[src/rtl/pwrseq_pkg.sv]
package pwrseq_pkg;

  typedef enum logic [2:0] {
    ST_S5 = 3'd0,
    ST_S4 = 3'd1,
    ST_S3 = 3'd2,
    ST_S1 = 3'd3,
    ST_UP = 3'd4,
    ST_S0 = 3'd5
  } pstate_e;

  // {slp_s3_n, slp_s4_n, slp_s5_n}: deeper states pull more lines low
  function automatic logic [2:0] slp_lines(pstate_e s);
    case (s)
      ST_S5:   return 3'b000;
      ST_S4:   return 3'b001;
      ST_S3:   return 3'b011;
      default: return 3'b111;
    endcase
  endfunction

  function automatic pstate_e sw_target(logic [1:0] code);
    case (code)
      2'b00:   return ST_S1;
      2'b01:   return ST_S3;
      2'b10:   return ST_S4;
      default: return ST_S5;
    endcase
  endfunction

  function automatic pstate_e btn_target(logic [1:0] code);
    case (code)
      2'b01:   return ST_S3;
      2'b10:   return ST_S4;
      default: return ST_S5;
    endcase
  endfunction

  function automatic logic power_good(logic v33, logic v5);
    return v33 & v5;
  endfunction

endpackage

[src/rtl/pwrseq_debounce.sv]
module pwrseq_debounce #(
  parameter int SYNC_STAGES = 2,
  parameter int DEB_CYC     = 125000
) (
  input  logic clk,
  input  logic rst_n,
  input  logic btn_n,
  output logic press_evt
);
  localparam int CW = $clog2(DEB_CYC + 1);

  logic [SYNC_STAGES-1:0] sync_q;
  logic [CW-1:0]          low_cnt;
  logic                   low_s;

  // idle level of the button is high, so the chain resets to ones
  always_ff @(posedge clk or negedge rst_n) begin
    if (!rst_n) sync_q <= '1;
    else        sync_q <= {sync_q[SYNC_STAGES-2:0], btn_n};
  end

  assign low_s = ~sync_q[SYNC_STAGES-1];

  always_ff @(posedge clk or negedge rst_n) begin
    if (!rst_n)                      low_cnt <= '0;
    else if (!low_s)                 low_cnt <= '0;
    else if (low_cnt != CW'(DEB_CYC)) low_cnt <= low_cnt + 1'b1;
  end

  // fires on the DEB_CYC-th low sample, then the counter parks until release
  assign press_evt = low_s && (low_cnt == CW'(DEB_CYC - 1));

endmodule

[src/rtl/pwrseq_hold_cnt.sv]
module pwrseq_hold_cnt #(
  parameter int LIMIT = 4000000
) (
  input  logic clk,
  input  logic rst_n,
  input  logic en,
  output logic done
);
  localparam int W = $clog2(LIMIT + 1);

  logic [W-1:0] cnt;

  always_ff @(posedge clk or negedge rst_n) begin
    if (!rst_n)                cnt <= '0;
    else if (!en)              cnt <= '0;
    else if (cnt != W'(LIMIT)) cnt <= cnt + 1'b1;
  end

  // gated by en so that loss of the condition is seen in the same cycle
  assign done = en && (cnt == W'(LIMIT));

endmodule

[src/rtl/pwrseq_fsm.sv]
module pwrseq_fsm
  import pwrseq_pkg::*;
#(
  parameter int PG_TMO_CYC = 62500000
) (
  input  logic       clk,
  input  logic       rst_n,
  input  logic       run,
  input  logic       btn_evt,
  input  logic       wake,
  input  logic       sw_req,
  input  logic [1:0] sw_tgt,
  input  logic [1:0] btn_act,
  input  logic       pg,
  output pstate_e    state,
  output logic       fault
);
  localparam int TW = $clog2(PG_TMO_CYC + 1);

  logic [TW-1:0] tmo_cnt;
  logic          tmo_hit;

  always_ff @(posedge clk or negedge rst_n) begin
    if (!rst_n)               tmo_cnt <= '0;
    else if (state != ST_UP)  tmo_cnt <= '0;
    else                      tmo_cnt <= tmo_cnt + 1'b1;
  end

  assign tmo_hit = (state == ST_UP) && !pg && (tmo_cnt == TW'(PG_TMO_CYC - 1));

  always_ff @(posedge clk or negedge rst_n) begin
    if (!rst_n) begin
      state <= ST_S5;
      fault <= 1'b0;
    end else if (!run) begin
      state <= ST_S5;
      fault <= 1'b0;
    end else begin
      case (state)
        ST_S5: if (btn_evt) begin
          state <= ST_UP;
          fault <= 1'b0;
        end
        ST_S4, ST_S3: if (btn_evt || wake) begin
          state <= ST_UP;
          fault <= 1'b0;
        end
        ST_S1: if (btn_evt || wake) state <= ST_S0;
        ST_UP: begin
          if (pg) state <= ST_S0;
          else if (tmo_hit) begin
            state <= ST_S5;
            fault <= 1'b1;
          end
        end
        ST_S0: begin
          if (sw_req)       state <= sw_target(sw_tgt);
          else if (btn_evt) state <= btn_target(btn_act);
        end
        default: state <= ST_S5;
      endcase
    end
  end

endmodule

[src/rtl/pwrseq_ctrl.sv]
module pwrseq_ctrl
  import pwrseq_pkg::*;
#(
  parameter int SYNC_STAGES = 2,
  parameter int DEB_CYC     = 125000,
  parameter int RSM_DLY_CYC = 4000000,
  parameter int PLT_DLY_CYC = 12500000,
  parameter int PG_TMO_CYC  = 62500000
) (
  input  logic       clk,
  input  logic       rst_n,
  input  logic       sb_good_i,
  input  logic       pwrbtn_n_i,
  input  logic       wake_i,
  input  logic       sw_req_i,
  input  logic [1:0] sw_tgt_i,
  input  logic [1:0] btn_act_i,
  input  logic       v33_ok_i,
  input  logic       v5_ok_i,
  output logic       rsmrst_n_o,
  output logic       slp_s3_n_o,
  output logic       slp_s4_n_o,
  output logic       slp_s5_n_o,
  output logic       ps_on_n_o,
  output logic       pltrst_n_o,
  output logic       fault_o
);
  logic       btn_evt;
  logic       pg;
  logic       rsm_ok;
  logic       plt_en;
  logic       plt_ok;
  logic [2:0] lines;
  pstate_e    state;

  assign pg = power_good(v33_ok_i, v5_ok_i);

  pwrseq_hold_cnt #(.LIMIT(RSM_DLY_CYC)) u_rsm (
    .clk(clk), .rst_n(rst_n), .en(sb_good_i), .done(rsm_ok)
  );

  pwrseq_debounce #(.SYNC_STAGES(SYNC_STAGES), .DEB_CYC(DEB_CYC)) u_deb (
    .clk(clk), .rst_n(rst_n), .btn_n(pwrbtn_n_i), .press_evt(btn_evt)
  );

  pwrseq_fsm #(.PG_TMO_CYC(PG_TMO_CYC)) u_fsm (
    .clk(clk), .rst_n(rst_n), .run(rsm_ok), .btn_evt(btn_evt),
    .wake(wake_i), .sw_req(sw_req_i), .sw_tgt(sw_tgt_i),
    .btn_act(btn_act_i), .pg(pg), .state(state), .fault(fault_o)
  );

  assign plt_en = (state == ST_S0) && pg;

  pwrseq_hold_cnt #(.LIMIT(PLT_DLY_CYC)) u_plt (
    .clk(clk), .rst_n(rst_n), .en(plt_en), .done(plt_ok)
  );

  assign lines      = slp_lines(state);
  assign slp_s3_n_o = lines[2];
  assign slp_s4_n_o = lines[1];
  assign slp_s5_n_o = lines[0];
  assign ps_on_n_o  = ~lines[2];
  assign rsmrst_n_o = rsm_ok;
  assign pltrst_n_o = plt_ok;

endmodule

[config.mk]
export PLATFORM = sky130hd
export DESIGN_NAME = pwrseq_ctrl
export DESIGN_NICKNAME = d
export VERILOG_FILES = /design/src/rtl/pwrseq_pkg.sv /design/src/rtl/pwrseq_debounce.sv /design/src/rtl/pwrseq_hold_cnt.sv /design/src/rtl/pwrseq_fsm.sv /design/src/rtl/pwrseq_ctrl.sv
export SDC_FILE = /design/constraint.sdc
export NUM_CORES = 1
export LEC_CHECK = 0
export BUFFER_PORTS_ARGS = -buffer_cell sky130_fd_sc_hd__buf_2
export CAP_MARGIN = 15
export CORE_UTILIZATION = 60
export CTS_CLUSTER_DIAMETER = 40
export CTS_CLUSTER_SIZE = 40
export DETAILED_ROUTE_END_ITERATION = 10
export GPL_ROUTABILITY_DRIVEN = 0
export PLACE_DENSITY = 0.75
export SYNTH_ARGS = -nofsm -noshare
export SYNTH_HDL_FRONTEND = slang
export SYNTH_HIERARCHICAL = 1
export SYNTH_SLANG_ARGS = --single-unit
export TNS_END_PERCENT = 5
[constraint.sdc]
create_clock -name clk -period 3.3 [get_ports clk]
set_input_delay 0.66 -clock clk [delete_from_list [all_inputs] [get_ports clk]]
set_output_delay 0.66 -clock clk [all_outputs]
set_load 0.01 [all_outputs]
Word-level counts from Yosys, hierarchy flattened. Index checks and enable logic that the tools add are counted.

Bits in registers: 95. Bits in latches: 0. Bits in writable memories: 0. Bits in read-only memories: 0. Input port bits: 12. Word-level logic and storage cells: 80. Memories: 0.

$add $sub $neg: 4. Multipliers: 0. Divide/modulo/power cells: 0. $lt $le $gt $ge: 0. Eq/ne operators: 27. Shift-type cells: 0. Muxes and demuxes: 25. Bitwise logic cells: 3. Reduce and logical (&&, ||, !) cells: 14.

Operator list (count): 24-bit 2-to-1 mux (2); 22-bit 2-to-1 mux (2); 17-bit 2-to-1 mux (2); 26-bit by 1-bit adder with 26-bit output (second input constant) (1); 26-bit == test (second input constant) (1); 26-bit 2-to-1 mux (1); 24-bit by 1-bit adder with 24-bit output (second input constant) (1); 24-bit == test (second input constant) (1); 3-bit 2-to-1 mux (8); 24-bit != test (second input constant) (1); 22-bit by 1-bit adder with 22-bit output (second input constant) (1); 22-bit == test (second input constant) (1); 22-bit != test (second input constant) (1); 3-bit != test (second input constant) (6); 17-bit by 1-bit adder with 17-bit output (second input constant) (1); 17-bit == test (second input constant) (1); 17-bit != test (second input constant) (1); 3-bit case mux with 5 select lines (1); 4-bit != test (second input constant) (3); 5-bit AND reduction (2); 3-bit case mux with 3 select lines (1); 3-bit by 2-bit == test with 1-bit output (second input constant) (2); 3-bit == test (second input constant) (2); 1-bit logical AND (6); 17 further kinds (24).

Logic depth before layout (Yosys ltp). Gate-level depths: netlist of run 1.

Depth in word-level cells: 8. Depth in mapped cells: 9. Depth with buffers taken out: 9.

By module. Netlist of run 1, hierarchy kept.

By module, submodules not included: pwrseq_fsm (instances 1, cells an instance 180, area each 1666.6 sq um, seq. area each 750.7 sq um); pwrseq_hold_cnt at u_plt (instances 1, cells an instance 139, area each 1327.5 sq um, seq. area each 600.6 sq um); pwrseq_hold_cnt at u_rsm (instances 1, cells an instance 125, area each 1183.6 sq um, seq. area each 550.5 sq um); pwrseq_debounce (instances 1, cells an instance 105, area each 1037.2 sq um, seq. area each 478.0 sq um); pwrseq_ctrl (instances 1, cells an instance 6, area each 42.5 sq um, seq. area each 0.0 sq um).

Worst setup path before layout of run 1. No wires, ideal clock.

Kind: reg2reg. From: reg u_deb.low_cnt[12]. To: reg u_fsm.state[1]. Setup time: 0.125 ns. Arrival time: 2.585 ns. Required time: 3.175 ns. Slack: 0.590 ns. Stages on the path, launching flop included: 8. Buffers on the path: 0. Clock period less this slack: 2.710 ns. Cell sequence: dfrtp_1 > or4_4 > or4_4 > nor4_2 > nor2_1 > and4b_1 > o21ai_0 > mux2_2.

Longest elaborated chain between the ends: 5.

RTL lines: start, declared (RTL line pwrseq_debounce.sv:13) `logic [CW-1:0] low_cnt;`; start signal, assigned (RTL line pwrseq_debounce.sv:27) `else if (low_cnt != CW'(DEB_CYC)) low_cnt <= low_cnt + 1'b1;`; 17-bit == test (*) (RTL line pwrseq_debounce.sv:31) `assign press_evt = low_s && (low_cnt == CW'(DEB_CYC - 1));`; 1-bit logical AND (*) (RTL line pwrseq_debounce.sv:31); via btn_evt (RTL line pwrseq_ctrl.sv:28) `logic btn_evt;`; 1-bit logical OR (RTL line pwrseq_fsm.sv:44, pwrseq_fsm.sv:48); 3-bit != test (no line); 5-bit AND reduction (no line) (*); end signal, assigned (RTL line pwrseq_fsm.sv:57) `if (sw_req) state <= sw_target(sw_tgt);`; end signal, assigned (RTL line pwrseq_fsm.sv:58) `else if (btn_evt) state <= btn_target(btn_act);`; end, declared (RTL line pwrseq_fsm.sv:15) `output pstate_e state,`.

The timed path passes the listed nets; every way through them passes the cells marked *. A chain may end at the register's enable or synchronous reset.

Final worst setup path of run 1.
From: reg u_rsm.cnt[15]. To: out rsmrst_n_o.

Longest elaborated chain between the ends: 2.

RTL lines: start, declared (RTL line pwrseq_hold_cnt.sv:11) `logic [W-1:0] cnt;`; start signal, assigned (RTL line pwrseq_hold_cnt.sv:16) `else if (cnt != W'(LIMIT)) cnt <= cnt + 1'b1;`; 22-bit == test (RTL line pwrseq_hold_cnt.sv:20) `assign done = en && (cnt == W'(LIMIT));`; 1-bit logical AND (RTL line pwrseq_hold_cnt.sv:20); end, declared (RTL line pwrseq_ctrl.sv:20) `output logic rsmrst_n_o,`.

Every way passes these cells.

==> run_results.csv, run 1 <==
group,metric,value,unit
outcome,outcome,"finished clean",
die,die_area,9140,µm²
finish,layout-drive-gt1-share,0.118,
global_route,grt_pass1_wl,18.0,mm
sta,min_period_over_period,0.960,
run,cap_violations,0,
logic_synthesis,avgSynthCellArea,9.47,µm²
clock_tree,cts_hold_buf,0,
logic_synthesis,synth-adder-area-share,0.0167,
logic_synthesis,synth_edf_count,0,
clock_tree,tritoncts,"built",
global_route,grt_pass1_vias,3995,
power_and_ir_drop,max-vdd-ir-drop,209,µV
logic_synthesis,post_synth_mux_area_share,0.0281,
logic_synthesis,yosys.area_share.xor_xnor,0.0516,
power_and_ir_drop,power,2.13,mW
power_and_ir_drop,powerDensity,378,nW/µm²
worst_setup_path,crit_type,"flip-flop to primary output",
global_route,grt_usage,0.252,
sta,rsz0062_at_grt,"no",
logic_synthesis,synthSimpleGateAreaFrac,0.303,
logic_synthesis,ys_seq_elements,95,
sta,finalSetupTns,0,ps
logic_synthesis,syn_area,5260,µm²
sta,slew_viol_final,0,
worst_setup_path,worstPathArrival,2510,ps
detailed_routing,drc,0,
finish,finish.utilization,0.675,
die,std_cell_rows,33,
clock_tree,root_buffer,"clkbuf_8",
worst_setup_path,start_kind,"flip-flop",
detailed_routing,met3_length,328,µm
sta,fin_crit,3170,ps
detailed_routing,final_antenna_net_count,0,
die,fp.dieW,95.6,µm
detailed_routing,met2_length,5.05,mm
worst_setup_path,worstPathRequired,2640,ps
worst_hold_path,min_path_type,"primary input to async pin",
finish,final_common_cell,"dfrtp_1",
logic_synthesis,synth_top_family_by_area,"simple AND/OR/NAND/NOR gates",
worst_setup_path,crit_fanout,7,
clock_tree,clkSlewWorstSetupHoldPaths,100,ps
placed_design,dpl-instance-area,5400,µm²
sta,worst_slew_pin_slew,975,ps
clock_tree,ctsResizeCount,0,
detailed_routing,drt_iter0_drc,199,
placed_design,hpwlAfterDp,7.12,mm
sta,timing.hold.ws,287,ps
clock_tree,clk-insertion-delay-late,360,ps
placed_design,port_buffers,18,
clock_tree,clk_path_buf_depth,2,
die,io_pins,19,
logic_synthesis,yosys.cell_types.count,57,
sta,max_freq,316,MHz
global_route,grt_overflow,0,
clock_tree,post_cts_buffers,0,
clock_tree,ctsHtreeMaxLevel,3,
finish,syn_to_final_growth,7.07,%
logic_synthesis,synthFlopType,"dfrtp_1",
clock_tree,cts.sink_count,95,
finish,layout_common_cells,"93 x dfrtp_1, 46 x nor2_1, 44 x a21oi_1, 36 x nand2_1, 27 x nand3_1",
die,die_h,95.6,µm
logic_synthesis,yosys_warnings,6,
worst_setup_path,worst_setup_path_end_kind,"primary output",
detailed_routing,wl_met1,5.12,mm
sta,hold_viol,0,
clock_tree,cts_made_buffers,9,
logic_synthesis,yosysSeqAreaShare,0.453,
detailed_routing,via_per_inst,6.32,
detailed_routing,dr.pass1.iters,4,
logic_synthesis,synth_nets,574,
finish,design_area,5630,µm²
die,coreArea,8340,µm²
finish,fill_cells,668,
logic_synthesis,synth_compound_area_frac,0.111,
die,initial_core_util,0.630,
logic_synthesis,synthCells,555,
power_and_ir_drop,power.leakage,2.12,nW
sta,slew-limit-headroom,0.350,
logic_synthesis,async_flop_share,1.00,
sta,report.final.setup_viol,0,
detailed_routing,num_vias,4267,
finish,layout.nets,584,
global_route,antenna_found_initial,0,
sta,skew,13.8,ps
detailed_routing,highest_layer,"met4",
detailed_routing,wl_per_cell,15.7,µm
finish,antenna_cells,0,
detailed_routing,totalWireLength,10.6,mm
global_route,grt_max_degree,51,
## through the flow
| step | instances | setup slack (ps) |
|---|---|---|
| 2_1_floorplan | 555 | 590 |
| 5_1_grt | 675 | 40.4 |
| 6_report | 675 | 131 |
| 3_5_place_dp | 659 | 464 |
| 4_1_cts | 675 | 131 |
| 3_3_place_gp | 659 | 502 |
## cell type report
cell class	instances	area, µm²	share of cell area
multi-input cells	416	2690	0.477
flip-flops and latches	95	2380	0.423
inverters	24	90.1	0.0160
well taps	105	131	0.0233
clock inverters	6	92.6	0.0164
clock buffers	10	138	0.0244
repair buffers	19	113	0.0200
## report_power, final
| part | switching (mW) | internal, mW | total, mW |
|---|---|---|---|
| clock network | 0.427 | 0.452 | 0.879 |
| logic | 0.0445 | 0.0202 | 0.0647 |
| registers | 0.0147 | 1.17 | 1.19 |
| total | 0.486 | 1.64 | 2.13 |
## metal layers
layer  vias to the layer above  GRT usage
met2                        72      0.408
met1                      2124      0.348
li1                       2059          -
met5                         -          0
met3                        12     0.0367
met4                         0     0.0846
## state kept, by name, indices dropped and copies added (netlist names)
register,cells
u_deb/low_cnt,17
u_fsm/state,3
u_rsm/cnt,22
u_deb/sync_q,2
u_plt/cnt,24
u_fsm/fault,1
u_fsm/tmo_cnt,26
## critical path, cell delays in order (launching register included)
cell     delay, ps
dfrtp_1        450
or4b_2         710
nor4_2         460
and2_1         340
buf_2          190
## kinds of logic after synthesis
family,after synthesis
AOI/OAI and AO/OA,100
xor gates and xnor gates,31
adders and majority gates,7
buffers and inverters,44
DFF,95
muxes,14
and+or+nand+nor,264
## worst paths after layout
check	cells after the start	slack, ps	startpoint	endpoint
hold reg to reg	0	360	u_deb/sync_q[0]	u_deb/sync_q[1]
min in group clk	0	360	u_deb/sync_q[0]	u_deb/sync_q[1]
setup reg to reg	7	420	u_deb/low_cnt[12]	u_fsm/state[1]
hold / removal	1	290	rst_n	u_plt/cnt[1]
max in group asynchronous	2	2350	rst_n	u_rsm/cnt[4]
setup / recovery	4	130	u_rsm/cnt[15]	rsmrst_n_o
## cell usage after synthesis (5+ instances only)
cell,instances,area (µm²)
nor2b_1,5,31.3
o31ai_1,17,128
and4_1,6,52.6
nand4_1,25,156
dfrtp_1,93,2330
clkbuf_1,14,52.6
nand3_1,27,135
or4_1,21,158
a21oi_1,44,220
nor4_1,12,75.1
and3_1,6,37.5
nor2_1,46,173
nand2b_1,10,62.6
or3_1,23,144
xnor2_1,12,105
nand2_1,36,135
nor3_1,6,30.0
ha_1,7,87.6
mux2_2,5,56.3
inv_1,24,90.1
xor2_1,19,166
o21ai_0,25,125
mux2i_1,8,80.1
No activity file was read; power rests on OpenSTA's default activity.
==> run 2, diff against run 1 <==
--- a/config.mk
+++ b/config.mk
@@ -13,5 +13,5 @@
 export DETAILED_ROUTE_END_ITERATION = 10
 export GPL_ROUTABILITY_DRIVEN = 0
-export PLACE_DENSITY = 0.75
+export PLACE_DENSITY = 0.74
 export SYNTH_ARGS = -nofsm -noshare
 export SYNTH_HDL_FRONTEND = slang
==> constraint.sdc (replaced) <==
create_clock -name clk -period 3.3 [get_ports clk]
set_input_delay 0.825 -clock clk [delete_from_list [all_inputs] [get_ports clk]]
set_output_delay 0.825 -clock clk [all_outputs]
set_load 0.01 [all_outputs]
==> run_results.csv, run 2 (same netlist as run 1, synthesis figures left out) <==
group,metric,value,unit
outcome,outcome,"finished clean",
finish,multi_input_area,2690,µm²
power_and_ir_drop,power,1.96,mW
finish,layout-drive-gt1-share,0.119,
finish,design_area,5590,µm²
global_route,grt_pass1_wl,17.9,mm
clock_tree,root_buffer,"clkbuf_8",
worst_setup_path,crit_fanout,7,
sta,skew,13.0,ps
die,coreArea,8340,µm²
die,fp.dieW,95.6,µm
sta,report.final.setup_viol,0,
clock_tree,cts_made_buffers,9,
clock_tree,tritoncts,"built",
global_route,grt_usage,0.252,
finish,antenna_cells,0,
worst_hold_path,holdCritStartpoint,"u_deb/sync_q[0]",
worst_setup_path,worstPathRequired,2470,ps
finish,syn_to_final_growth,6.28,%
detailed_routing,final_antenna_net_count,0,
worst_setup_path,rrSetupSlack,420,ps
finish,layout.nets,586,
worst_setup_path,slowest_stage,"or4b_2",
sta,rsz0062_at_grt,"no",
worst_setup_path,crit_type,"flip-flop to primary output",
sta,worst_slew_pin_slew,964,ps
detailed_routing,drt_iter0_drc,212,
die,std_cell_rows,33,
run,cap_violations,0,
die,io_pins,19,
clock_tree,ctsResizeCount,0,
finish,largest_reg_flops,26,
sta,fin_ws,202,ps
detailed_routing,via_per_inst,6.29,
detailed_routing,num_vias,4258,
worst_hold_path,hold_path_end,"u_deb/sync_q[1]",
die,initial_core_util,0.630,
worst_setup_path,worstPathArrival,2270,ps
power_and_ir_drop,power.leakage,2.12,nW
clock_tree,post_cts_buffers,0,
placed_design,dp_slack,450,ps
detailed_routing,totalWireLength,10.7,mm
finish,final_common_cell,"dfrtp_1",
power_and_ir_drop,powerDensity,350,nW/µm²
worst_setup_path,cp_top_family,"simple AND/OR/NAND/NOR gates",
worst_setup_path,rr_endpoint,"u_fsm/state[1]",
worst_setup_path,r2r_cells,7,
sta,finalSetupTns,0,ps
placed_design,port_buffers,18,
placed_design,dpl-instance-area,5410,µm²
sta,min_period_over_period,0.939,
finish,top_register,"u_fsm/tmo_cnt",
global_route,grt_overflow,0,
finish,reg.largest.list,"u_fsm/tmo_cnt x26, u_plt/cnt x24, u_rsm/cnt x22",
worst_hold_path,min_path_cells,0,
worst_setup_path,worst_setup_path_end_kind,"primary output",
global_route,grt_max_degree,44,
sta,slew_viol_final,0,
worst_setup_path,r2r_start,"u_deb/low_cnt[12]",
clock_tree,cts_hold_buf,0,
detailed_routing,drc,0,
clock_tree,clk_path_buf_depth,2,
worst_setup_path,max_stage_delay,690,ps
sta,fin_crit,3100,ps
die,die_h,95.6,µm
global_route,antenna_found_initial,0,
detailed_routing,dr.pass1.iters,4,
clock_tree,ctsHtreeMaxLevel,3,
finish,fill_cells,681,
global_route,grt_pass1_vias,3928,
worst_setup_path,start_kind,"flip-flop",
finish,layout_common_cells,"93 x dfrtp_1, 46 x nor2_1, 44 x a21oi_1, 36 x nand2_1, 27 x nand3_1",
finish,ff_latch_area,2380,µm²
power_and_ir_drop,max-vdd-ir-drop,224,µV
clock_tree,cts.sink_count,95,
worst_setup_path,worstPathCellList,"or4b_2 -> nor4_2 -> and2_1 -> buf_2",
clock_tree,clk-insertion-delay-late,360,ps
worst_setup_path,path_buf_inv,1,
sta,max_freq,323,MHz
detailed_routing,wl_per_cell,15.7,µm
clock_tree,clkSlewWorstSetupHoldPaths,90,ps
worst_hold_path,min_path_type,"flip-flop to flip-flop",
placed_design,hpwlAfterDp,7.36,mm
sta,hold_viol,0,
sta,slew-limit-headroom,0.358,
die,die_area,9140,µm²
[run 2: per-layer routing]
metal / track usage / up-vias / share of wire
met1: 0.347 / 2072 / 0.47
met5: 0 / - / 0
met3: 0.0359 / 14 / 0.040
li1: - / 2069 / -
met4: 0.0871 / 0 / 0.013
met2: 0.410 / 103 / 0.48
[run 2: how the worst max path moves through the flow]
| stage | startpoint | endpoint | slack [ps] | depth (start not counted) |
|---|---|---|---|---|
| CTS | u_rsm/cnt[15] | rsmrst_n_o | 180 | 4 |
| floorplan | u_deb/low_cnt[12] | u_fsm/state[1] | 590 | 7 |
| global route | u_rsm/cnt[15] | rsmrst_n_o | 60 | 4 |
| finish | u_rsm/cnt[15] | rsmrst_n_o | 200 | 4 |
| detailed placement | u_deb/low_cnt[12] | u_fsm/state[1] | 450 | 7 |
| global placement | u_deb/low_cnt[12] | u_fsm/state[1] | 500 | 7 |
[run 2: area by class of cell]
type	instances	share of cell area
Multi-Input combinational cell	416	0.481
Inverter	24	0.0161
Tap cell	105	0.0235
Sequential cell	95	0.426
Timing Repair Buffer	21	0.0228
Clock inverter	5	0.00582
Clock buffer	11	0.0253
[run 2: power by group]
group	switching, mW	internal (mW)
sequential	0.0140	1.17
clock	0.409	0.296
combinational	0.0457	0.0210
total	0.468	1.49
[run 2: through the flow]
stage	util	std cells	hold WS (ps)
detailed placement	0.649	661	348
finish	0.670	677	361
CTS	0.670	677	361
global placement	0.649	661	347
floorplan	-	555	345
global route	0.670	677	370
[run 2: worst reg2reg max path: stages, from the launching register on]
cell	delay, ps
dfrtp_1	450
or4_4	570
or4_4	490
nor4_2	310
nor2_1	100
and4b_1	190
o21ai_0	280
mux2_2	370
